## src/rtl/shift_pkg.sv

```systemverilog
package shift_pkg;
  parameter int DATA_W = 32;
  localparam int AMT_W = $clog2(DATA_W);

  typedef enum logic [1:0] {
    MODE_SLL = 2'b00,
    MODE_SRL = 2'b01,
    MODE_SRA = 2'b10,
    MODE_ROR = 2'b11
  } shift_mode_e;

  typedef enum logic [1:0] {
    UP_ZERO = 2'b00,
    UP_SIGN = 2'b01,
    UP_DATA = 2'b10
  } upper_sel_e;

  typedef struct packed {
    upper_sel_e       upperSel;
    logic             lowerZero;
    logic [AMT_W-1:0] amount;
  } shift_strobes_t;
endpackage

```

## src/rtl/funnel_ctrl.sv

```systemverilog
module funnel_ctrl
  import shift_pkg::*;
(
  input  logic [1:0]       modeIn,
  input  logic [AMT_W-1:0] amtIn,
  output shift_strobes_t   strb
);
  shift_mode_e modeDec;
  logic        amtNonZero;

  assign modeDec    = shift_mode_e'(modeIn);
  assign amtNonZero = |amtIn;

  always_comb begin
    strb.upperSel  = UP_ZERO;
    strb.lowerZero = 1'b0;
    strb.amount    = amtIn;
    unique case (modeDec)
      MODE_SLL: begin
        strb.upperSel  = UP_DATA;
        strb.lowerZero = amtNonZero;
        strb.amount    = '0 - amtIn;
      end
      MODE_SRL: strb.upperSel = UP_ZERO;
      MODE_SRA: strb.upperSel = UP_SIGN;
      MODE_ROR: strb.upperSel = UP_DATA;
      default:  strb.upperSel = UP_ZERO;
    endcase
  end

  always_comb begin

    ror_wraps_chk: assert (modeDec != MODE_ROR ||
                           (strb.upperSel == UP_DATA && !strb.lowerZero && strb.amount == amtIn));

    zero_amt_keeps_lower_chk: assert (amtNonZero || (!strb.lowerZero && strb.amount == '0));
  end
endmodule

```

## src/rtl/funnel_dp.sv

```systemverilog
module funnel_dp
  import shift_pkg::*;
(
  input  logic [DATA_W-1:0] dataIn,
  input  shift_strobes_t    strb,
  output logic [DATA_W-1:0] dataOut
);
  localparam int W  = DATA_W;
  localparam int AW = AMT_W;
  localparam int FUNNEL_W = 2 * W - 1;

  logic [W-2:0]      upperWord;
  logic [W-1:0]      lowerWord;
  logic [FUNNEL_W-1:0] funnelIn;

  always_comb begin
    unique case (strb.upperSel)
      UP_SIGN: upperWord = {(W-1){dataIn[W-1]}};
      UP_DATA: upperWord = dataIn[W-2:0];
      default: upperWord = '0;
    endcase
  end

  assign lowerWord = strb.lowerZero ? '0 : dataIn;
  assign funnelIn  = {upperWord, lowerWord};

  for (genvar j = 0; j < AW; j++) begin : stg
    localparam int K     = AW - 1 - j;
    localparam int DIST  = 1 << K;
    localparam int IN_W  = W + (1 << (K + 1)) - 1;
    localparam int OUT_W = W + (1 << K) - 1;
    logic [IN_W-1:0]  inVal;
    logic [OUT_W-1:0] outVal;
    if (j == 0) begin : g_first
      assign inVal = funnelIn;
    end else begin : g_next
      assign inVal = stg[j-1].outVal;
    end
    assign outVal = strb.amount[K] ? inVal[DIST +: OUT_W] : inVal[OUT_W-1:0];
  end

  assign dataOut = stg[AW-1].outVal;

  always_comb begin

    sll_low_zero_chk: assert (!strb.lowerZero || dataOut[0] == 1'b0);

    srl_top_zero_chk: assert (!(strb.upperSel == UP_ZERO && strb.amount != '0) ||
                              dataOut[W-1] == 1'b0);

    sra_sign_fill_chk: assert (strb.upperSel != UP_SIGN || dataOut[W-1] == dataIn[W-1]);
  end
endmodule

```

## src/rtl/funnel_shifter.sv

```systemverilog
module funnel_shifter
  import shift_pkg::*;
(
  input  logic [DATA_W-1:0] opndA,
  input  logic [AMT_W-1:0]  shiftAmt,
  input  logic [1:0]        shiftMode,
  output logic [DATA_W-1:0] result
);
  shift_strobes_t strb;

  funnel_ctrl u_ctrl (
    .modeIn (shiftMode),
    .amtIn  (shiftAmt),
    .strb   (strb)
  );

  funnel_dp u_dp (
    .dataIn  (opndA),
    .strb    (strb),
    .dataOut (result)
  );

  always_comb begin

    zero_shift_identity_chk: assert (shiftAmt != '0 || result == opndA);
  end
endmodule

```

## config.mk

```make
export PLATFORM = sky130hd
export DESIGN_NAME = funnel_shifter
export DESIGN_NICKNAME = d
export VERILOG_FILES = /design/src/rtl/shift_pkg.sv /design/src/rtl/funnel_ctrl.sv /design/src/rtl/funnel_dp.sv /design/src/rtl/funnel_shifter.sv
export SDC_FILE = /design/constraint.sdc
export NUM_CORES = 1
export LEC_CHECK = 0
export BUFFER_PORTS_ARGS = -buffer_cell sky130_fd_sc_hd__buf_4
export CORE_UTILIZATION = 59
export DETAILED_ROUTE_END_ITERATION = 8
export PLACE_DENSITY_LB_ADDON = 0.1
export SETUP_SLACK_MARGIN = 0.2
export SLEW_MARGIN = 10
export SYNTH_ARGS = -nofsm -noshare
export SYNTH_HDL_FRONTEND = slang
export SYNTH_HIERARCHICAL = 1
export SYNTH_SLANG_ARGS = --single-unit
```

## constraint.sdc

```tcl
create_clock -name vclk -period 4.18
set_input_delay 0.418 -clock vclk [all_inputs]
set_output_delay 0.418 -clock vclk [all_outputs]
set_load 0.01 [all_outputs]
```

# Word-level counts from Yosys, hierarchy flattened
# Cells that the tools add are included.
[totals]
out_inout_bits = 32
input_bits = 39
reg_bits = 0
word_cells = 18
[classes]
n_addsub = 1
muxes = 9
n_reduce_logical = 3
eq_ne = 5
[op_table]
columns = ["cell", "n"]
rows = [
  ["2-to-1 mux 32 bit", 2],
  ["case mux 31 bit (2 select lines)", 1],
  ["2-to-1 mux 47 bit", 1],
  ["2-to-1 mux 39 bit", 1],
  ["2-to-1 mux 35 bit", 1],
  ["2-to-1 mux 33 bit", 1],
  ["equality test 2 bit (second input constant)", 3],
  ["2-to-1 mux 6 bit", 1],
  ["case mux 2 bit (3 select lines)", 1],
  ["OR reduction 5 bit", 1],
  ["subtractor 1 x 5 -> 5 bit (first input constant)", 1],
  ["equality test 2 x 1 -> 1 bit (second input constant)", 2],
  ["logical NOT 2 bit", 1],
  ["OR reduction 2 bit", 1],
]

# Longest topological paths before layout
# Gate-level depths: netlist of run 1.
[depth]
ltp_word = 10
ltp_mapped = 14
depth_no_buf = 11

# Cells and area by module
# Netlist of run 1, hierarchy kept.
[by_module_without_submodules]
columns = ["module", "area_per_inst_um2", "cells_each", "seq_area_each_um2", "instances"]
rows = [
  ["funnel_dp", 3161.8, 413, 0.0, 1],
  ["funnel_ctrl", 147.6, 21, 0.0, 1],
]

# Worst setup path after synthesis of run 1
# Ideal clock, no wire load.
[synth_timing]
kind = "input-to-output"
start = "input port shiftAmt[0]"
end = "output port result[8]"
slack_ns = 0.873
arrival_ns = 2.889
t_required_ns = 3.762
stages = 12
path_buffers = 2
path_cell_list = "inv_1 > ha_1 > nor3b_1 > ha_1 > nand2_1 > o21ai_0 > buf_4 > buf_4 > mux2i_1 > o22ai_1 > mux4_2 > a221o_1"
[synth_rtl]
columns = ["item", "line_no", "text"]
rows = [
  ["start: declaration", "funnel_shifter.sv:5", "input logic [AMT_W-1:0] shiftAmt,"],
  ["end: declaration", "funnel_shifter.sv:7", "output logic [DATA_W-1:0] result"],
]

==> results.txt, run 1 <==
----------------------------------------------------
[Timing]
  Slew at the pin with the worst max-slew slack ... 0.873 ns
  Final Hold Vio Count ... 0
  Final clock period utilization by the worst path ... 94.8%
  Setup-violating endpoint count in the final report ... 0
  Final max-slew violation count ... 0
  Aggregate negative setup slack ... 0 ns
  Remaining max-slew budget at the tightest pin ... 41.8%
  Shortest period the worst path allows ... 3.96 ns
  RSZ-0062 raised after global routing ... true
  Fmax ... 252 MHz

[GRT]
  Number of global-route vias before repair ... 4018
  Combined global-route utilization of all metal layers ... 46.9%
  Aggregate global routing overflow ... 0
  First-pass GRT wire length ... 21.9 mm
  Antenna violations before repair ... 0
  Maximum number of pins on one net before global-route repair ... 36

[Run status]
  Run status ... finished clean

[Logic synthesis]
  Number of cells produced by synthesis ... 434
  Count of warnings emitted by yosys ... 6
  Cell area after synthesis ... 3310 µm²
  Seq/Total Area, Yosys ... 0%
  Synthesized area divided by synthesized cell count ... 7.63 µm²
  Unique cell type count in the Yosys netlist ... 71
  Syn_nets ... 479

[Route]
  ANT nets after route ... 0
  Mean number of vias per cell ... 8.11
  Drt total wl ... 14.0 mm
  Detailed Routing Iterations Pass 1 ... 6
  Via count of the routed design ... 4455
  Drt drc ... 0
  Starting DRC count in detailed routing ... 809
  Average wire per cell in the routed design ... 25.5 µm

[Layout]
  Leading cell type in the layout, fill and taps excluded ... buf_4
  Clock Buffer Count ... 0
  Reg area ... 0 µm²
  Fraction of layout cells with a size suffix above 1 ... 29.6%
  Flip-flop and latch count ... 0
  Post-route cell area ... 3980 µm²
  Non-Filler Instances ... 549
  N_diodes ... 0
  Most frequent cells in the layout ... buf_4 (90), mux2i_1 (35), a22oi_1 (22)
  Area grow syn2layout ... 20.4%
  Net count reported at finish ... 526

[Floorplan]
  DIE HEIGHT ... 76.9 µm
  I/O pins ... 71
  Std-Cell Core Area ... 5240 µm²
  Initial standard-cell utilization of the core ... 63.2%
  Site Rows ... 26
  Die width ... 76.9 µm
  DIE AREA ... 5910 µm²

[Hold path]
  Hold Crit Start ... shiftAmt[0]
  Tightest Hold Check Type ... input pin to output pin

[Placed design]
  Instance area at placement ... 3920 µm²
  Placed Instances ... 549
  Final GP Congestion ... 1.07
  Buffers added on ports ... 71
  Detailed Place HPWL ... 10.5 mm

[Power]
  Static leakage ... 1.58 nW
  Power consumption ... 916 µW
  Power density over the cells ... 230 nW/µm²
  Maximum ir drop on the vdd rail ... 0.166 mV

[Clocking]
  Post-cts hold buffer count ... 0
  Post-CTS Resized ... 0
  Number of post-CTS setup repair buffers ... 0

[Run]
  Max cap viols ... 0

[Setup path]
  Category of the critical setup timing path ... input pin to output pin
  Top fanout value on the critical path ... 18
  Critical path origin ... shiftAmt[1]
  Data required time at the worst endpoint ... 3.76 ns
  CP Data Arrival Time ... 3.55 ns
  Element type at the critical path start ... input pin
  CP Capture Type ... output pin

----------------------------------------------------
## Yosys cell counts, drive strengths merged, types with 4 or more instances
master,count,area share [%]
o21ai,22,3.3
clkbuf,20,2.3
o22a,11,2.9
nor3,12,1.8
a22o,10,2.6
or2,4,0.76
a2bb2oi,4,1.1
a211oi,12,2.7
mux2,11,3.7
nand3,7,1.1
o211ai,11,2.5
inv,18,2.0
nor2,20,2.3
ha,6,2.3
o22ai,14,2.8
o221ai,16,4.2
o2bb2ai,7,1.9
a32oi,6,1.8
a21oi,13,2.0
nor2b,6,1.1
nor3b,5,1.1
o2111ai,4,1.1
buf,28,4.7
mux4,18,12
nand2b,7,1.3
a221o,7,2.1
a22oi,22,5.0
mux2i,35,11
nand2,20,2.3
a221oi,6,1.6
## final cells by class
class	instances	area, µm²
fill	400	1250
inverter	21	78.8
tap	70	87.6
multi-input combinational	365	3090
timing repair buffer	93	727
## cell families (layout without fill, tap and decap cells)
| logic type | count (synthesis) | count (layout) | synth area share (%) |
|---|---|---|---|
| AO/OA/AOI/OAI | 194 | 194 | 45.4 |
| AND/OR/NAND/NOR | 99 | 99 | 15.9 |
| multiplexers | 64 | 64 | 26.6 |
| buffers and inverters | 69 | 114 | 9.38 |
| XOR/XNOR | 2 | 2 | 0.529 |
| adder cells (fa/ha/maj) | 6 | 6 | 2.27 |
## worst max-delay path, stage by stage
cell and delay, ns:
buf_4 0.09, inv_1 0.06, ha_1 0.19, nor3b_2 0.16, ha_1 0.27, nand2_1 0.06
o21ai_2 0.14, buf_6 0.28, mux2i_1 0.55, o22ai_1 0.24, mux4_2 0.57, a221o_1 0.36
buf_4 0.14
## power by group
group | switching [mW] | total, mW | internal, mW
clock network | 0 | 0 | 0
logic | 0.524 | 0.916 | 0.392
registers | 0 | 0 | 0
total | 0.524 | 0.916 | 0.392
## worst paths after layout
kind,slack [ns],cells after the start,end
worst min-delay path,1.50,4,result[0]
worst max-delay path,0.22,13,result[8]
## per-layer routing
metal	vias to the layer above	global-route usage, %	part of all wire, %
li1	1888	-	-
met1	2002	63.5	36
met2	472	72.1	42
met3	93	9.29	15
met4	0	19.6	6.6
met5	-	0	0
## per-stage QoR
stage	setup slack, ns	hold WS [ns]	utilization (%)
after floorplan	0.873	1.29	-
after global placement	0.377	1.47	74.8
after detailed placement	0.260	1.47	74.8
after CTS	0.250	1.48	74.8
after global routing	0.170	1.52	76.1
final	0.216	1.50	76.1
(Power assumes the default switching activity.)
==> run 2: changes to the inputs <==
- BUFFER_PORTS_ARGS: -buffer_cell sky130_fd_sc_hd__buf_4 -> not set
- CORE_UTILIZATION: 59 -> 60
- DONT_BUFFER_PORTS: not set -> 1
- REMOVE_ABC_BUFFERS: not set -> 1
==> results.txt, run 2 (same netlist as run 1, synthesis figures left out) <==
----------------------------------------------------
[Power]
  Power share of the clock group ... 0% (unchanged)
  Net switching component of the power ... 469 µW (-11%)
  Maximum ir drop on the vdd rail ... 0.201 mV (+21%)
  Power density over the cells ... 225 nW/µm² (-2.3%)
  Switching Fraction ... 61.0% (+3.8 points)
  Share of total power in combinational logic ... 100.0% (about the same)
  Relative contribution of sequential cells to total power ... 0% (unchanged)
  Cell internal pwr ... 300 µW (-23%)
  Static leakage ... 1.24 nW (-22%)

[Floorplan]
  DIE HEIGHT ... 76.3 µm (-0.82%)
  Die width ... 76.3 µm (-0.82%)
  Std-Cell Core Area ... 5200 µm² (-0.62%)
  DIE AREA ... 5820 µm² (-1.6%)
  Site Rows ... 26 (unchanged)
  Initial standard-cell utilization of the core ... 63.6% (+0.39 points)
  I/O pins ... 71 (unchanged)

[Timing]
  Worst hold slack ... 0.921 ns (-0.582 ns)
  Final Hold Vio Count ... 0 (unchanged)
  Remaining max-slew budget at the tightest pin ... 40.5% (-1.4 points)
  Final max-slew violation count ... 0 (unchanged)
  Shortest period the worst path allows ... 3.81 ns (-0.157 ns)
  Final clock period utilization by the worst path ... 91.1% (-3.8 points)
  RSZ-0062 raised after global routing ... false
  Setup-violating endpoint count in the final report ... 0 (unchanged)
  Setup ws final ... 0.373 ns (+0.157 ns)
  Fmax ... 263 MHz (+4.1%)
  Slew at the pin with the worst max-slew slack ... 0.893 ns (+0.0204 ns)

[Placed design]
  Setup WS pre-CTS ... 0.443 ns (+0.183 ns)
  Detailed Place HPWL ... 10.1 mm (-3.8%)
  Final GP Congestion ... 1.04 (-3.2%)
  Instance area at placement ... 3420 µm² (-13%)
  Buffers added on ports ... 0 (-100%)

[Setup path]
  Element type at the critical path start ... input pin
  CP Capture Type ... output pin
  Top fanout value on the critical path ... 17 (-1)
  Most common cell type on the critical path ... ha_1
  List of cells traversed by the critical path ... inv_1 -> ha_1 -> nor3b_1 -> ha_1 -> nand2_1 -> o21ai_4 -> buf_4 -> mux2i_1 -> o22ai_1 -> mux4_2 -> a221o_1
  CP Data Arrival Time ... 3.39 ns (-0.16 ns)
  Largest incremental delay on the critical path ... 0.55 ns (-0.02 ns)
  Data required time at the worst endpoint ... 3.76 ns (about the same)
  Critical-path cell with the highest stage delay ... mux4_2
  Critical path origin ... shiftAmt[1]
  Category of the critical setup timing path ... input pin to output pin

[Layout]
  Flip-flop and latch count ... 0 (unchanged)
  N_diodes ... 0 (unchanged)
  Leading cell type in the layout, fill and taps excluded ... mux2i_1
  Filler cells ... 467 (+17%)
  Most frequent cells in the layout ... mux2i_1 (35), buf_4 (26), a22oi_1 (22)
  Clock Buffer Count ... 0 (unchanged)
  Reg area ... 0 µm² (unchanged)
  Net count reported at finish ... 460 (-13%)
  Fraction of layout cells with a size suffix above 1 ... 16.7% (-13 points)
  Post-route cell area ... 3420 µm² (-14%)
  Area grow syn2layout ... 3.36%

[Run status]
  Run status ... finished clean

[Route]
  Average wire per cell in the routed design ... 28.0 µm (+10%)
  Via count of the routed design ... 4207 (-5.6%)
  ANT nets after route ... 0 (unchanged)
  Detailed Routing Iterations Pass 1 ... 8 (+2)
  Drt drc ... 0 (unchanged)
  Drt total wl ... 13.5 mm (-3.2%)
  Starting DRC count in detailed routing ... 848 (+4.8%)
  Mean number of vias per cell ... 8.71 (+7.3%)

[Hold path]
  Tightest Hold Check Type ... input pin to output pin
  Hold Crit Start ... shiftAmt[0]

[GRT]
  Maximum number of pins on one net before global-route repair ... 50 (+39%)
  First-pass GRT wire length ... 21.0 mm (-3.8%)
  Number of global-route vias before repair ... 3812 (-5.1%)
  Antenna violations before repair ... 0 (unchanged)
  Aggregate global routing overflow ... 0 (unchanged)
  Combined global-route utilization of all metal layers ... 45.4% (-1.6 points)

[Run]
  Max cap viols ... 0 (unchanged)

[Clocking]
  Post-cts hold buffer count ... 0 (unchanged)
  Post-CTS Resized ... 0 (unchanged)
  Number of post-CTS setup repair buffers ... 0 (unchanged)

----------------------------------------------------
run 2: cell types whose count changed in the layout (fill, tap and decap cells not counted), sizes merged:
| cell | delta |
|---|---|
| buf | -66 |
run 2: path summary, 6_finish.rpt:
| kind | cells after the start | slack, ns | endpoint |
|---|---|---|---|
| worst max-delay path | 11 | 0.37 | result[8] |
| worst min-delay path | 1 | 0.92 | result[0] |
run 2: power groups by stage:
stage          Clock, mW  Sequential [mW]  Combinational (mW)
2_1_floorplan          0                0               0.526
3_3_place_gp           0                0               0.727
3_5_place_dp           0                0               0.734
4_1_cts                0                0               0.736
5_1_grt                0                0               0.805
6_report               0                0               0.768
run 2: final cells by class:
type               count  area [µm²]  share of cell area (%)
inverters             21        78.8                    2.30
well taps             70        87.6                    2.56
multi-input cells    365        3040                    88.8
repair buffers        27         215                    6.29
run 2: metrics by stage:
step           instances  power, mW  TNS (ns)  util [%]
2_1_floorplan        386      0.526    -66.63         -
3_3_place_gp         483      0.727         0      65.7
3_5_place_dp         483      0.734         0      65.7
4_1_cts              483      0.736         0      65.7
5_1_grt              483      0.805         0      65.7
6_report             483      0.768         0      65.7
run 2: critical path, delay by kind of cell:
kind | cells | cell delay [ns]
and+or+nand+nor | 2 | 0.22
AOI/OAI and AO/OA | 3 | 0.91
buffers and inverters | 2 | 0.42
adders and majority gates | 2 | 0.46
muxes | 2 | 0.95
run 2: metal layers:
layer	track usage (%)	part of all wire (%)	up-vias
li1	-	-	1765
met1	59.8	36	1931
met2	70.5	43	419
met3	10.2	15	92
met4	20.2	5.9	0
met5	0	0	-
